==> config.mk <==
export PLATFORM = sky130hd
export DESIGN_NAME = carry_addsub_unit
export DESIGN_NICKNAME = d
export VERILOG_FILES = /design/src/rtl/arith_unit_pkg.sv /design/src/rtl/opnd_select.sv /design/src/rtl/split_adder.sv /design/src/rtl/status_regs.sv /design/src/rtl/carry_addsub_unit.sv
export SDC_FILE = /design/constraint.sdc
export NUM_CORES = 1
export LEC_CHECK = 0
export BUFFER_PORTS_ARGS = -buffer_cell sky130_fd_sc_hd__buf_2
export CORE_ASPECT_RATIO = 1.5
export CORE_UTILIZATION = 50
export DETAILED_ROUTE_END_ITERATION = 10
export GPL_ROUTABILITY_DRIVEN = 0
export PLACE_DENSITY = 0.76
export SYNTH_ARGS = -nofsm -noshare
export SYNTH_HDL_FRONTEND = slang
export SYNTH_SLANG_ARGS = --single-unit
==> constraint.sdc <==
create_clock -name clk -period 6.6 [get_ports clk]
set_input_delay 0.99 -clock clk [delete_from_list [all_inputs] [get_ports clk]]
set_output_delay 0.99 -clock clk [all_outputs]
set_load 0.05 [all_outputs]
==> src/rtl/arith_unit_pkg.sv <==
package arith_unit_pkg;

  typedef enum logic [3:0] {
    OP_ADD, OP_SUBF, OP_ADDI, OP_ADDIS, OP_ADDIC, OP_SUBFIC, OP_ADDC, OP_SUBFC,
    OP_ADDE, OP_SUBFE, OP_ADDME, OP_SUBFME, OP_ADDZE, OP_SUBFZE, OP_NEG, OP_ADDEX
  } op_e;

  typedef enum logic [2:0] {BS_REG, BS_IMM, BS_IMM_HI, BS_ONES, BS_ZERO} bsel_e;
  typedef enum logic [1:0] {CS_ZERO, CS_ONE, CS_CA, CS_OV} csel_e;

  typedef struct packed {
    logic  inv_a;      // first operand complemented
    bsel_e bsel;       // second operand source
    csel_e csel;       // carry-in source
    logic  zero_a_ok;  // selector-zero may null the first operand
    logic  ca_wr;      // writes CA / CA_HALF
    logic  ov_ok;      // OV / OV_HALF / SO written when enabled
    logic  ov_carry;   // carry outs written to OV / OV_HALF
  } ctl_t;

  function automatic ctl_t decode_op(op_e op);
    ctl_t c;
    c = '{inv_a: 1'b0, bsel: BS_REG, csel: CS_ZERO, zero_a_ok: 1'b0,
          ca_wr: 1'b0, ov_ok: 1'b0, ov_carry: 1'b0};
    case (op)
      OP_ADD:    begin c.ov_ok = 1'b1; end
      OP_SUBF:   begin c.inv_a = 1'b1; c.csel = CS_ONE; c.ov_ok = 1'b1; end
      OP_ADDI:   begin c.bsel = BS_IMM; c.zero_a_ok = 1'b1; end
      OP_ADDIS:  begin c.bsel = BS_IMM_HI; c.zero_a_ok = 1'b1; end
      OP_ADDIC:  begin c.bsel = BS_IMM; c.ca_wr = 1'b1; end
      OP_SUBFIC: begin c.inv_a = 1'b1; c.bsel = BS_IMM; c.csel = CS_ONE; c.ca_wr = 1'b1; end
      OP_ADDC:   begin c.ca_wr = 1'b1; c.ov_ok = 1'b1; end
      OP_SUBFC:  begin c.inv_a = 1'b1; c.csel = CS_ONE; c.ca_wr = 1'b1; c.ov_ok = 1'b1; end
      OP_ADDE:   begin c.csel = CS_CA; c.ca_wr = 1'b1; c.ov_ok = 1'b1; end
      OP_SUBFE:  begin c.inv_a = 1'b1; c.csel = CS_CA; c.ca_wr = 1'b1; c.ov_ok = 1'b1; end
      OP_ADDME:  begin c.bsel = BS_ONES; c.csel = CS_CA; c.ca_wr = 1'b1; c.ov_ok = 1'b1; end
      OP_SUBFME: begin c.inv_a = 1'b1; c.bsel = BS_ONES; c.csel = CS_CA; c.ca_wr = 1'b1; c.ov_ok = 1'b1; end
      OP_ADDZE:  begin c.bsel = BS_ZERO; c.csel = CS_CA; c.ca_wr = 1'b1; c.ov_ok = 1'b1; end
      OP_SUBFZE: begin c.inv_a = 1'b1; c.bsel = BS_ZERO; c.csel = CS_CA; c.ca_wr = 1'b1; c.ov_ok = 1'b1; end
      OP_NEG:    begin c.inv_a = 1'b1; c.bsel = BS_ZERO; c.csel = CS_ONE; c.ov_ok = 1'b1; end
      OP_ADDEX:  begin c.csel = CS_OV; c.ov_carry = 1'b1; end
      default:   ;
    endcase
    return c;
  endfunction

endpackage

==> src/rtl/opnd_select.sv <==
module opnd_select
  import arith_unit_pkg::*;
#(
  parameter int XLEN  = 64,
  parameter int IMM_W = 16
) (
  input  ctl_t              ctl,
  input  logic [XLEN-1:0]   opnd_a,
  input  logic [XLEN-1:0]   opnd_b,
  input  logic [IMM_W-1:0]  imm,
  input  logic              ra_is_zero,
  input  logic              ca_q,
  input  logic              ov_q,
  output logic [XLEN-1:0]   x_op,
  output logic [XLEN-1:0]   y_op,
  output logic              c_in
);
  localparam int LO_EXT = XLEN - IMM_W;
  localparam int HI_EXT = XLEN - 2 * IMM_W;

  logic [XLEN-1:0] imm_lo;
  logic [XLEN-1:0] imm_hi;
  logic [XLEN-1:0] a_base;

  assign imm_lo = {{LO_EXT{imm[IMM_W-1]}}, imm};

  generate
    if (HI_EXT > 0) begin : g_hi_ext
      assign imm_hi = {{HI_EXT{imm[IMM_W-1]}}, imm, {IMM_W{1'b0}}};
    end else begin : g_hi_fit
      assign imm_hi = {imm, {IMM_W{1'b0}}};
    end
  endgenerate

  assign a_base = (ctl.zero_a_ok && ra_is_zero) ? '0 : opnd_a;

  always_comb begin
    x_op = ctl.inv_a ? ~a_base : a_base;
    case (ctl.bsel)
      BS_REG:    y_op = opnd_b;
      BS_IMM:    y_op = imm_lo;
      BS_IMM_HI: y_op = imm_hi;
      BS_ONES:   y_op = '1;
      default:   y_op = '0;
    endcase
    case (ctl.csel)
      CS_ONE:  c_in = 1'b1;
      CS_CA:   c_in = ca_q;
      CS_OV:   c_in = ov_q;
      default: c_in = 1'b0;
    endcase
  end
endmodule

==> src/rtl/split_adder.sv <==
module split_adder #(
  parameter int XLEN = 64
) (
  input  logic [XLEN-1:0] x_op,
  input  logic [XLEN-1:0] y_op,
  input  logic            c_in,
  output logic [XLEN-1:0] sum,
  output logic            c_full,
  output logic            c_half,
  output logic            v_full,
  output logic            v_half
);
  localparam int HALF = XLEN / 2;
  localparam int UPW  = XLEN - HALF;

  logic [HALF:0] lo_sum;
  logic [UPW:0]  hi_sum;

  always_comb begin
    lo_sum = {1'b0, x_op[HALF-1:0]} + {1'b0, y_op[HALF-1:0]} + {{HALF{1'b0}}, c_in};
    hi_sum = {1'b0, x_op[XLEN-1:HALF]} + {1'b0, y_op[XLEN-1:HALF]} + {{UPW{1'b0}}, lo_sum[HALF]};
    sum    = {hi_sum[UPW-1:0], lo_sum[HALF-1:0]};
    c_half = lo_sum[HALF];
    c_full = hi_sum[UPW];
    // signed overflow: carry into the sign bit differs from carry out of it
    v_half = x_op[HALF-1] ^ y_op[HALF-1] ^ lo_sum[HALF-1] ^ c_half;
    v_full = x_op[XLEN-1] ^ y_op[XLEN-1] ^ sum[XLEN-1] ^ c_full;
  end
endmodule

==> src/rtl/status_regs.sv <==
module status_regs
  import arith_unit_pkg::*;
#(
  parameter int XLEN = 64
) (
  input  logic            clk,
  input  logic            rst_n,
  input  logic            en,
  input  ctl_t            ctl,
  input  logic            ov_en,
  input  logic            rc_en,
  input  logic [XLEN-1:0] sum,
  input  logic            c_full,
  input  logic            c_half,
  input  logic            v_full,
  input  logic            v_half,
  output logic [XLEN-1:0] res_q,
  output logic            ca_q,
  output logic            ca_h_q,
  output logic            ov_q,
  output logic            ov_h_q,
  output logic            so_q,
  output logic [3:0]      rec_q
);
  logic ca_n, ca_h_n, ov_n, ov_h_n, so_n;
  logic [3:0] rec_n;
  logic neg, zero;

  always_comb begin
    ca_n   = ca_q;
    ca_h_n = ca_h_q;
    ov_n   = ov_q;
    ov_h_n = ov_h_q;
    so_n   = so_q;
    if (ctl.ca_wr) begin
      ca_n   = c_full;
      ca_h_n = c_half;
    end
    if (ctl.ov_carry) begin
      ov_n   = c_full;
      ov_h_n = c_half;
    end else if (ctl.ov_ok && ov_en) begin
      ov_n   = v_full;
      ov_h_n = v_half;
      so_n   = so_q | v_full;
    end
    neg   = sum[XLEN-1];
    zero  = (sum == '0);
    rec_n = {neg, ~neg & ~zero, zero, so_n};
  end

  always_ff @(posedge clk or negedge rst_n) begin
    if (!rst_n) begin
      res_q  <= '0;
      ca_q   <= 1'b0;
      ca_h_q <= 1'b0;
      ov_q   <= 1'b0;
      ov_h_q <= 1'b0;
      so_q   <= 1'b0;
    end else if (en) begin
      res_q  <= sum;
      ca_q   <= ca_n;
      ca_h_q <= ca_h_n;
      ov_q   <= ov_n;
      ov_h_q <= ov_h_n;
      so_q   <= so_n;
    end
  end

  always_ff @(posedge clk or negedge rst_n) begin
    if (!rst_n)            rec_q <= '0;
    else if (en && rc_en)  rec_q <= rec_n;
  end

  p_so_sticky_r9: assert property (@(posedge clk) disable iff (!rst_n)
    so_q |=> so_q);
  p_idle_hold_r12: assert property (@(posedge clk) disable iff (!rst_n)
    !en |=> ($stable(res_q) && $stable({ca_q, ca_h_q, ov_q, ov_h_q, so_q}) && $stable(rec_q)));
  p_rec_hold_r11: assert property (@(posedge clk) disable iff (!rst_n)
    (en && !rc_en) |=> $stable(rec_q));
  p_rec_class_r11: assert property (@(posedge clk) disable iff (!rst_n)
    (en && rc_en) |=> ($countones(rec_q[3:1]) == 1));
  p_ca_keep_r7: assert property (@(posedge clk) disable iff (!rst_n)
    (en && !ctl.ca_wr) |=> $stable({ca_q, ca_h_q}));
endmodule

==> src/rtl/carry_addsub_unit.sv <==
module carry_addsub_unit
  import arith_unit_pkg::*;
#(
  parameter int XLEN  = 64,
  parameter int IMM_W = 16
) (
  input  logic             clk,
  input  logic             rst_n,
  input  logic             op_valid,
  input  logic [3:0]       op_sel,
  input  logic [XLEN-1:0]  opnd_a,
  input  logic [XLEN-1:0]  opnd_b,
  input  logic [IMM_W-1:0] imm,
  input  logic             ra_is_zero,
  input  logic             ov_en,
  input  logic             rec_en,
  output logic [XLEN-1:0]  result,
  output logic             ca,
  output logic             ca_half,
  output logic             ov,
  output logic             ov_half,
  output logic             so,
  output logic [3:0]       rec_field
);
  op_e             op;
  ctl_t            ctl;
  logic [XLEN-1:0] x_op, y_op, sum;
  logic            c_in, c_full, c_half, v_full, v_half;

  assign op  = op_e'(op_sel);
  assign ctl = decode_op(op);

  opnd_select #(.XLEN(XLEN), .IMM_W(IMM_W)) u_sel (
    .ctl(ctl), .opnd_a(opnd_a), .opnd_b(opnd_b), .imm(imm),
    .ra_is_zero(ra_is_zero), .ca_q(ca), .ov_q(ov),
    .x_op(x_op), .y_op(y_op), .c_in(c_in)
  );

  split_adder #(.XLEN(XLEN)) u_add (
    .x_op(x_op), .y_op(y_op), .c_in(c_in), .sum(sum),
    .c_full(c_full), .c_half(c_half), .v_full(v_full), .v_half(v_half)
  );

  status_regs #(.XLEN(XLEN)) u_stat (
    .clk(clk), .rst_n(rst_n), .en(op_valid), .ctl(ctl),
    .ov_en(ov_en), .rc_en(rec_en), .sum(sum),
    .c_full(c_full), .c_half(c_half), .v_full(v_full), .v_half(v_half),
    .res_q(result), .ca_q(ca), .ca_h_q(ca_half), .ov_q(ov),
    .ov_h_q(ov_half), .so_q(so), .rec_q(rec_field)
  );

  p_addex_keep_r10: assert property (@(posedge clk) disable iff (!rst_n)
    (op_valid && op == OP_ADDEX) |=> ($stable(ca) && $stable(ca_half) && $stable(so)));
endmodule

# == Word-level counts from Yosys, hierarchy flattened ==
# Index checks and enable logic that the tools add are counted.
# word_totals
reg_bits,73
latch_bits,0
ram_bits,0
romBits,0
in_bits,154
output_inout_bits,73
wordCells,78
memories,0
# op_classes
add_sub_neg,4
n_mul,0
div,0
magnitude_cmp,0
n_eq_ne,21
n_shift,0
mux,17
bitwise_logic,11
reduce_logical,18
# op_table
op,n
64-bit case mux with 4 select lines,1
64-bit 2-to-1 mux,2
32-bit by 32-bit adder with 33-bit output,2
33-bit by 1-bit adder with 33-bit output,2
64-bit zero test,1
64-bit inverter,1
"4-bit equality test, second input constant",8
"4-bit by 3-bit equality test with 1-bit output, second input constant",4
3-bit case mux with 4 select lines,1
1-bit 2-to-1 mux,11
11-bit OR reduction,1
10-bit OR reduction,1
"4-bit by 2-bit equality test with 1-bit output, second input constant",2
7-bit OR reduction,1
"3-bit by 2-bit equality test with 1-bit output, second input constant",2
2-bit case mux with 3 select lines,1
3-bit OR reduction,2
6-bit OR reduction,1
1-bit XOR,6
"2-bit equality test, second input constant",2
"4-bit by 1-bit equality test with 1-bit output, second input constant",1
4-bit zero test,1
2-bit AND reduction,2
2-bit OR reduction,2
10 further kinds,13

# == Logic depth before layout (Yosys ltp) ==
# depth
ltp_word,15
mapped_depth,30
mapped_depth_nobuf,28

# == Hierarchy ==
# Synthesis repeated with hierarchy kept, for this count alone.
# hier_totals
cells_unflattened,1014
hier_area_um2,8903.5
# modules_own_cells
mod,n_inst,cells_per_inst,area_per_inst_um2,seq_area_each_um2
split_adder,1,455,3206.8,0.0
status_regs,1,187,2899.0,1826.8
opnd_select,1,350,2665.1,0.0
carry_addsub_unit,1,22,132.6,0.0

# == Worst setup path before layout ==
# Ideal clock, no wire load.
# synth_path
path_type,input-to-reg
start,input op_sel[2]
end,register u_stat.rec_q[2]
setup_time_ns,0.129
t_arrival_ns,7.245
t_required_ns,6.471
setup_slack_ns,-0.774
path_stages,27
path_buffers,3
path_cell_list,clkbuf_1 -> nand2_1 -> mux2i_1 -> a21o_1 -> clkbuf_1 -> buf_1 -> xnor2_1 -> ha_1 -> a21o_1 -> or3_1 -> o22ai_1 -> nor4b_2 -> a21oi_1 -> a211o_1 -> a21o_1 -> fa_1 -> inv_1 -> fa_1 -> nand2b_1 -> a211oi_2 -> o21ai_1 -> o21ai_0 -> xor2_1 -> a311o_1 -> or4_4 -> nor4_2 -> a21oi_1
# synth_via
elab_chain_len,13
word_cells_on_any_way,46
cone_classes,add/sub (4); eq/ne (20); mux (8); bitwise (4); reduce/logical (10)
# synth_rtl
element,line,text
from (decl),carry_addsub_unit.sv:10,"input logic [3:0] op_sel,"
"parallel branches: the longest is 8 deep, another holds 32-bit by 32-bit adder with 33-bit output",-,
33-bit by 1-bit adder with 33-bit output *,split_adder.sv:20,"lo_sum = {1'b0, x_op[HALF-1:0]} + {1'b0, y_op[HALF-1:0]} + {{HALF{1'b0}}, c_in};"
via c_half,carry_addsub_unit.sv:28,"logic c_in, c_full, c_half, v_full, v_half;"
33-bit by 1-bit adder with 33-bit output *,split_adder.sv:21,"hi_sum = {1'b0, x_op[XLEN-1:HALF]} + {1'b0, y_op[XLEN-1:HALF]} + {{UPW{1'b0}}, lo_sum[HALF]};"
64-bit zero test,status_regs.sv:48,zero = (sum == '0);
1-bit inverter,status_regs.sv:49,"rec_n = {neg, ~neg & ~zero, zero, so_n};"
1-bit bitwise AND *,status_regs.sv:49,
to (signal assigned),status_regs.sv:72,else if (en && rc_en) rec_q <= rec_n;
to (decl),status_regs.sv:23,output logic [3:0] rec_q
# Mark *: on every way through the listed nets, which the timed path passes.
# A chain may end at the register's enable or synchronous reset.

# == Worst setup path after layout ==
# layout_path
start,input op_sel[0]
end,register u_stat.rec_q[1]
# layout_via
elab_chain_len,11
word_cells_on_any_way,43
cone_classes,add/sub (4); eq/ne (20); mux (8); bitwise (1); reduce/logical (10)
# layout_rtl
element,line
"parallel branches: the longest is 8 deep, another holds 32-bit by 32-bit adder with 33-bit output",-
33-bit by 1-bit adder with 33-bit output *,split_adder.sv:20
via c_half,carry_addsub_unit.sv:28
33-bit by 1-bit adder with 33-bit output *,split_adder.sv:21
64-bit zero test *,status_regs.sv:48
# Marks and branches as above.

==> parameters.txt <==
Parameter                              Value

Logic synthesis
  Area fraction of the dominant cell type after synthesis    20.76%
  Leading cell type by number of instances after synthesis    sky130_fd_sc_hd__nand2_1
  Fraction of the mapped netlist area in compound gates    25.60%
  Post-synth top flop    sky130_fd_sc_hd__dfrtp_1
  Yosys Warn Count    0
  Synthesized-area fraction occupied by adder cells    under 10%
  Parity-gate share of the synthesized area counting xor and xnor cells    11.05%
  Number of flops mapped to enable cells by yosys    0
  Dominant combinational cell family by area after synthesis    compound AO/OA/AOI/OAI gates
  Share of synthesized area occupied by flip-flops and latches    about 21%
  Synth top cells by count    sky130_fd_sc_hd__nand2_1, sky130_fd_sc_hd__a21oi_1, sky130_fd_sc_hd__xnor2_1, sky130_fd_sc_hd__dfrtp_1, sky130_fd_sc_hd__ha_1
  Distinct cell type count after synthesis    88
  Net count after synthesis    about 1400
  Post-synthesis instance area    between 8000 and 9000 sq um
  Flip-flop and latch count after synthesis    73
  Synth Instances    1153
  Cell types occupying the most area after synthesis    sky130_fd_sc_hd__dfrtp_1, sky130_fd_sc_hd__nand2_1, sky130_fd_sc_hd__ha_1
  Cell type with the largest total area after synthesis    sky130_fd_sc_hd__dfrtp_1
  Proportion of synthesized area in mux cells    5.985%
  Syn avg cell area    ~7.6 sq um
  Proportion of register bits with asynchronous set or reset after synthesis    100.0%
  Share of synthesized cell area in and, or, nand and nor gates    between 20% and 30%

Detailed routing
  Count of TritonRoute iterations in the first routing pass    7
  Number of antenna-violating nets in the routed design    0
  Average wire length per cell after detail routing    19.25 microns
  Ratio of routed vias to standard cells    6.091
  DRC violation count after routing    0
  Violation count after the first detailed-routing iteration    approximately 1300
  Count of vias placed by the detailed router    around 10000
  Routed Wire Length    between 30000 and 40000 microns

Flow run
  Reported max-cap violation count    0

STA
  Final clock skew    0.008495 ns
  Transition time at the pin with the least slew margin    about 1.1 ns
  Hold Fails Final Rpt    0
  Final critical-path setup slack    around 0.11 ns
  Post-route setup TNS    0 ns
  Final setup viols    0
  Slew Limit Fails    0
  Min cycle time layout    about 6.5 ns
  Upper clock frequency limit    roughly 0.15 GHz
  Min Hold Slack    0.4958 ns
  Post-route clock period utilization    between 90% and 100%
  Headroom to the max-slew limit    25.15%

Worst hold path
  Worst hold path stage count    2
  Worst hold path type    reg -> reg

Die
  Overall die area    between 15000 and 20000 sq um
  Core Rows    59
  Horizontal die dimension    110.3 microns
  Die H    164.5 microns
  Core box area    approximately 17000 sq um
  # IOs    around 230
  Starting density of the core    ~51%

Placed design
  HPWL after detailed placement    25130 microns
  Pre-CTS setup slack    -0.4908 ns
  Cells after DPL    1681
  Area after DPL    roughly 11000 sq um
  # port buffers    around 230

GRT
  Vias in the first global route    just under 10000
  Global-route wire length before repair    47830 microns
  Largest net degree at the start of global routing    74
  Total global routing track utilization    34.36%
  Total congestion overflow    0
  Initial antenna violation count    0

Setup path
  Endpoint class of the critical path    flip-flop
  Required arrival time at the worst endpoint    6.88 ns
  Master of the slowest instance on the critical path    sky130_fd_sc_hd__fa_2
  Worst-path fanout max    10
  Crit-path max cell delay    about 0.41 ns
  CP Launch Type    primary input
  Most frequent CP cell    sky130_fd_sc_hd__buf_4
  Critical path arrival    between 6 and 7 ns
  FF-to-FF path depth    26
  Crit path kind    in -> reg

Finish
  Area of all sequential standard cells    ~1800 sq um
  Fraction of layout instances using a drive strength above 1    36.58%
  Utilization after layout    70.18%
  Final antenna diode count    0
  Synth-to-layout area growth    37.75%
  Layout filler cell count    1382
  Count of non-filler cells in the finished layout    ~1700
  Multi-input gate area    7037 sq um
  Layout net count    around 1700
  Post-Layout Inst Area    ~12000 sq um

Clocking
  TritonCTS clock tree    done
  Clock slew seen by the registers of the worst setup and hold paths    approximately 0.060 ns
  Cts bufs inserted    9
  Number of levels in the clock H-tree    3
  Root cell of the clock tree    sky130_fd_sc_hd__clkbuf_16
  Sink count of the clock tree    73
  CTS max path bufs    2
  # hold bufs at CTS    0
  Clock latency on the worst-skew pair    around 0.34 ns

Pwr
  Share of power burned in combinational logic    a little under 70%
  Clock network fraction of total power    between 10% and 20%
  Net switching power    2.266 mW
  Internal power of the cells    between 2 and 2.5 mW
  Cell area power density    roughly 360 nW/um^2
  Portion of total power attributed to sequential cells    18.1%
  Total power    between 4 and 5 mW
  Leak pwr    between 5 and 6 nW
  Worst supply voltage drop on vdd    283.4 uV
  Switching share of power    roughly half

Run status
  Status    finished, final reports clean
area by class of cell:
type / count / share of cell area, %
Multi-Input combinational cell: 992 / 58.05
Timing Repair Buffer: 397 / 21.16
Sequential cell: 73 / 15.07
Tap cell: 213 / 2.198
Clock buffer: 10 / 1.889
Clock inverter: 6 / 0.9289
Inverter: 23 / 0.7121
cell usage in the layout, fill, tap and decap left out, drive strengths merged, types with 4 or more instances in the layout:
cell and count:
a2111oi 4, a211o 6, a211oi 16, a21o 27, a21oi 90, a221oi 17
a222oi 16, a22oi 20, a31o 6, a31oi 9, and2 14, and3 7
and4 4, buf 394, clkbuf 13, dfrtp 73, fa 4, ha 62
inv 25, mux2 45, nand2 255, nand2b 6, nand3 22, nand4 17
nand4b 5, nor2 60, nor2b 4, nor3 16, nor3b 6, nor4 7
o2111ai 5, o211ai 5, o21a 4, o21ai 62, o21bai 8, o31ai 7
or3 9, xnor2 85, xor2 26
power groups by stage:
| stage | registers (mW) | logic [mW] | clock network, mW |
|---|---|---|---|
| after floorplan | 1.46 | 1.23 | 0 |
| after global placement | 0.788 | 2.79 | 0 |
| after detailed placement | 0.789 | 2.84 | 0 |
| after CTS | 0.781 | 2.86 | 0.577 |
| after global routing | 0.803 | 3.17 | 0.593 |
| final | 0.788 | 3.00 | 0.576 |
flip-flops by register name (all words and copies together) (netlist names):
| name | count |
|---|---|
| u_stat.rec_q | 4 |
| u_stat.ov_q | 1 |
| u_stat.ca_q | 1 |
| u_stat.ov_h_q | 1 |
| u_stat.ca_h_q | 1 |
| u_stat.so_q | 1 |
| u_stat.res_q | 64 |
worst max-delay path, delay by kind of cell:
family | cells | cell delay [ns]
AOI/OAI and AO/OA | 13 | 2.52
xor gates and xnor gates | 2 | 0.32
adders and majority gates | 2 | 0.74
buffers and inverters | 9 | 1.26
muxes | 1 | 0.12
and+or+nand+nor | 4 | 0.80
per-layer routing:
layer	GRT usage, %	part of all wire (%)	vias up	wire length [microns]
met5	0	0	-	0
met4	22.55	7.1	0	2327
met3	5.209	8.0	127	2653
li1	-	-	4880	-
met1	37.36	35	4874	11650
met2	60.62	50	559	16360
timing repair:
item / CTS / global route
setup endpoints to repair: 2 / 7
gates cloned: 0 / 3
resized for setup: 5 / 69
buffers inserted: 0 / 14
pin swaps: 0 / 37
hold endpoints to repair: 0 / 0
cell families (layout without fill, tap and decap cells):
group	after synthesis	after routing
multiplexers	47	47
adder cells (fa/ha/maj)	66	66
AO/OA/AOI/OAI	326	326
flip-flops	73	73
buffers and inverters	88	436
AND/OR/NAND/NOR	442	442
XOR/XNOR	111	111
worst paths after layout:
kind	from	to	slack [ns]
max in group asynchronous	rst_n	u_stat.res_q[35]	5.14
max reg2reg	u_stat.ca_q	u_stat.rec_q[1]	0.71
min reg2reg	u_stat.ov_h_q	u_stat.ov_h_q	0.50
min in group asynchronous	rst_n	u_stat.res_q[16]	0.77
max	op_sel[0]	u_stat.rec_q[1]	0.11
min	u_stat.ov_h_q	u_stat.ov_h_q	0.50
No activity file was read; power rests on OpenSTA's default activity.
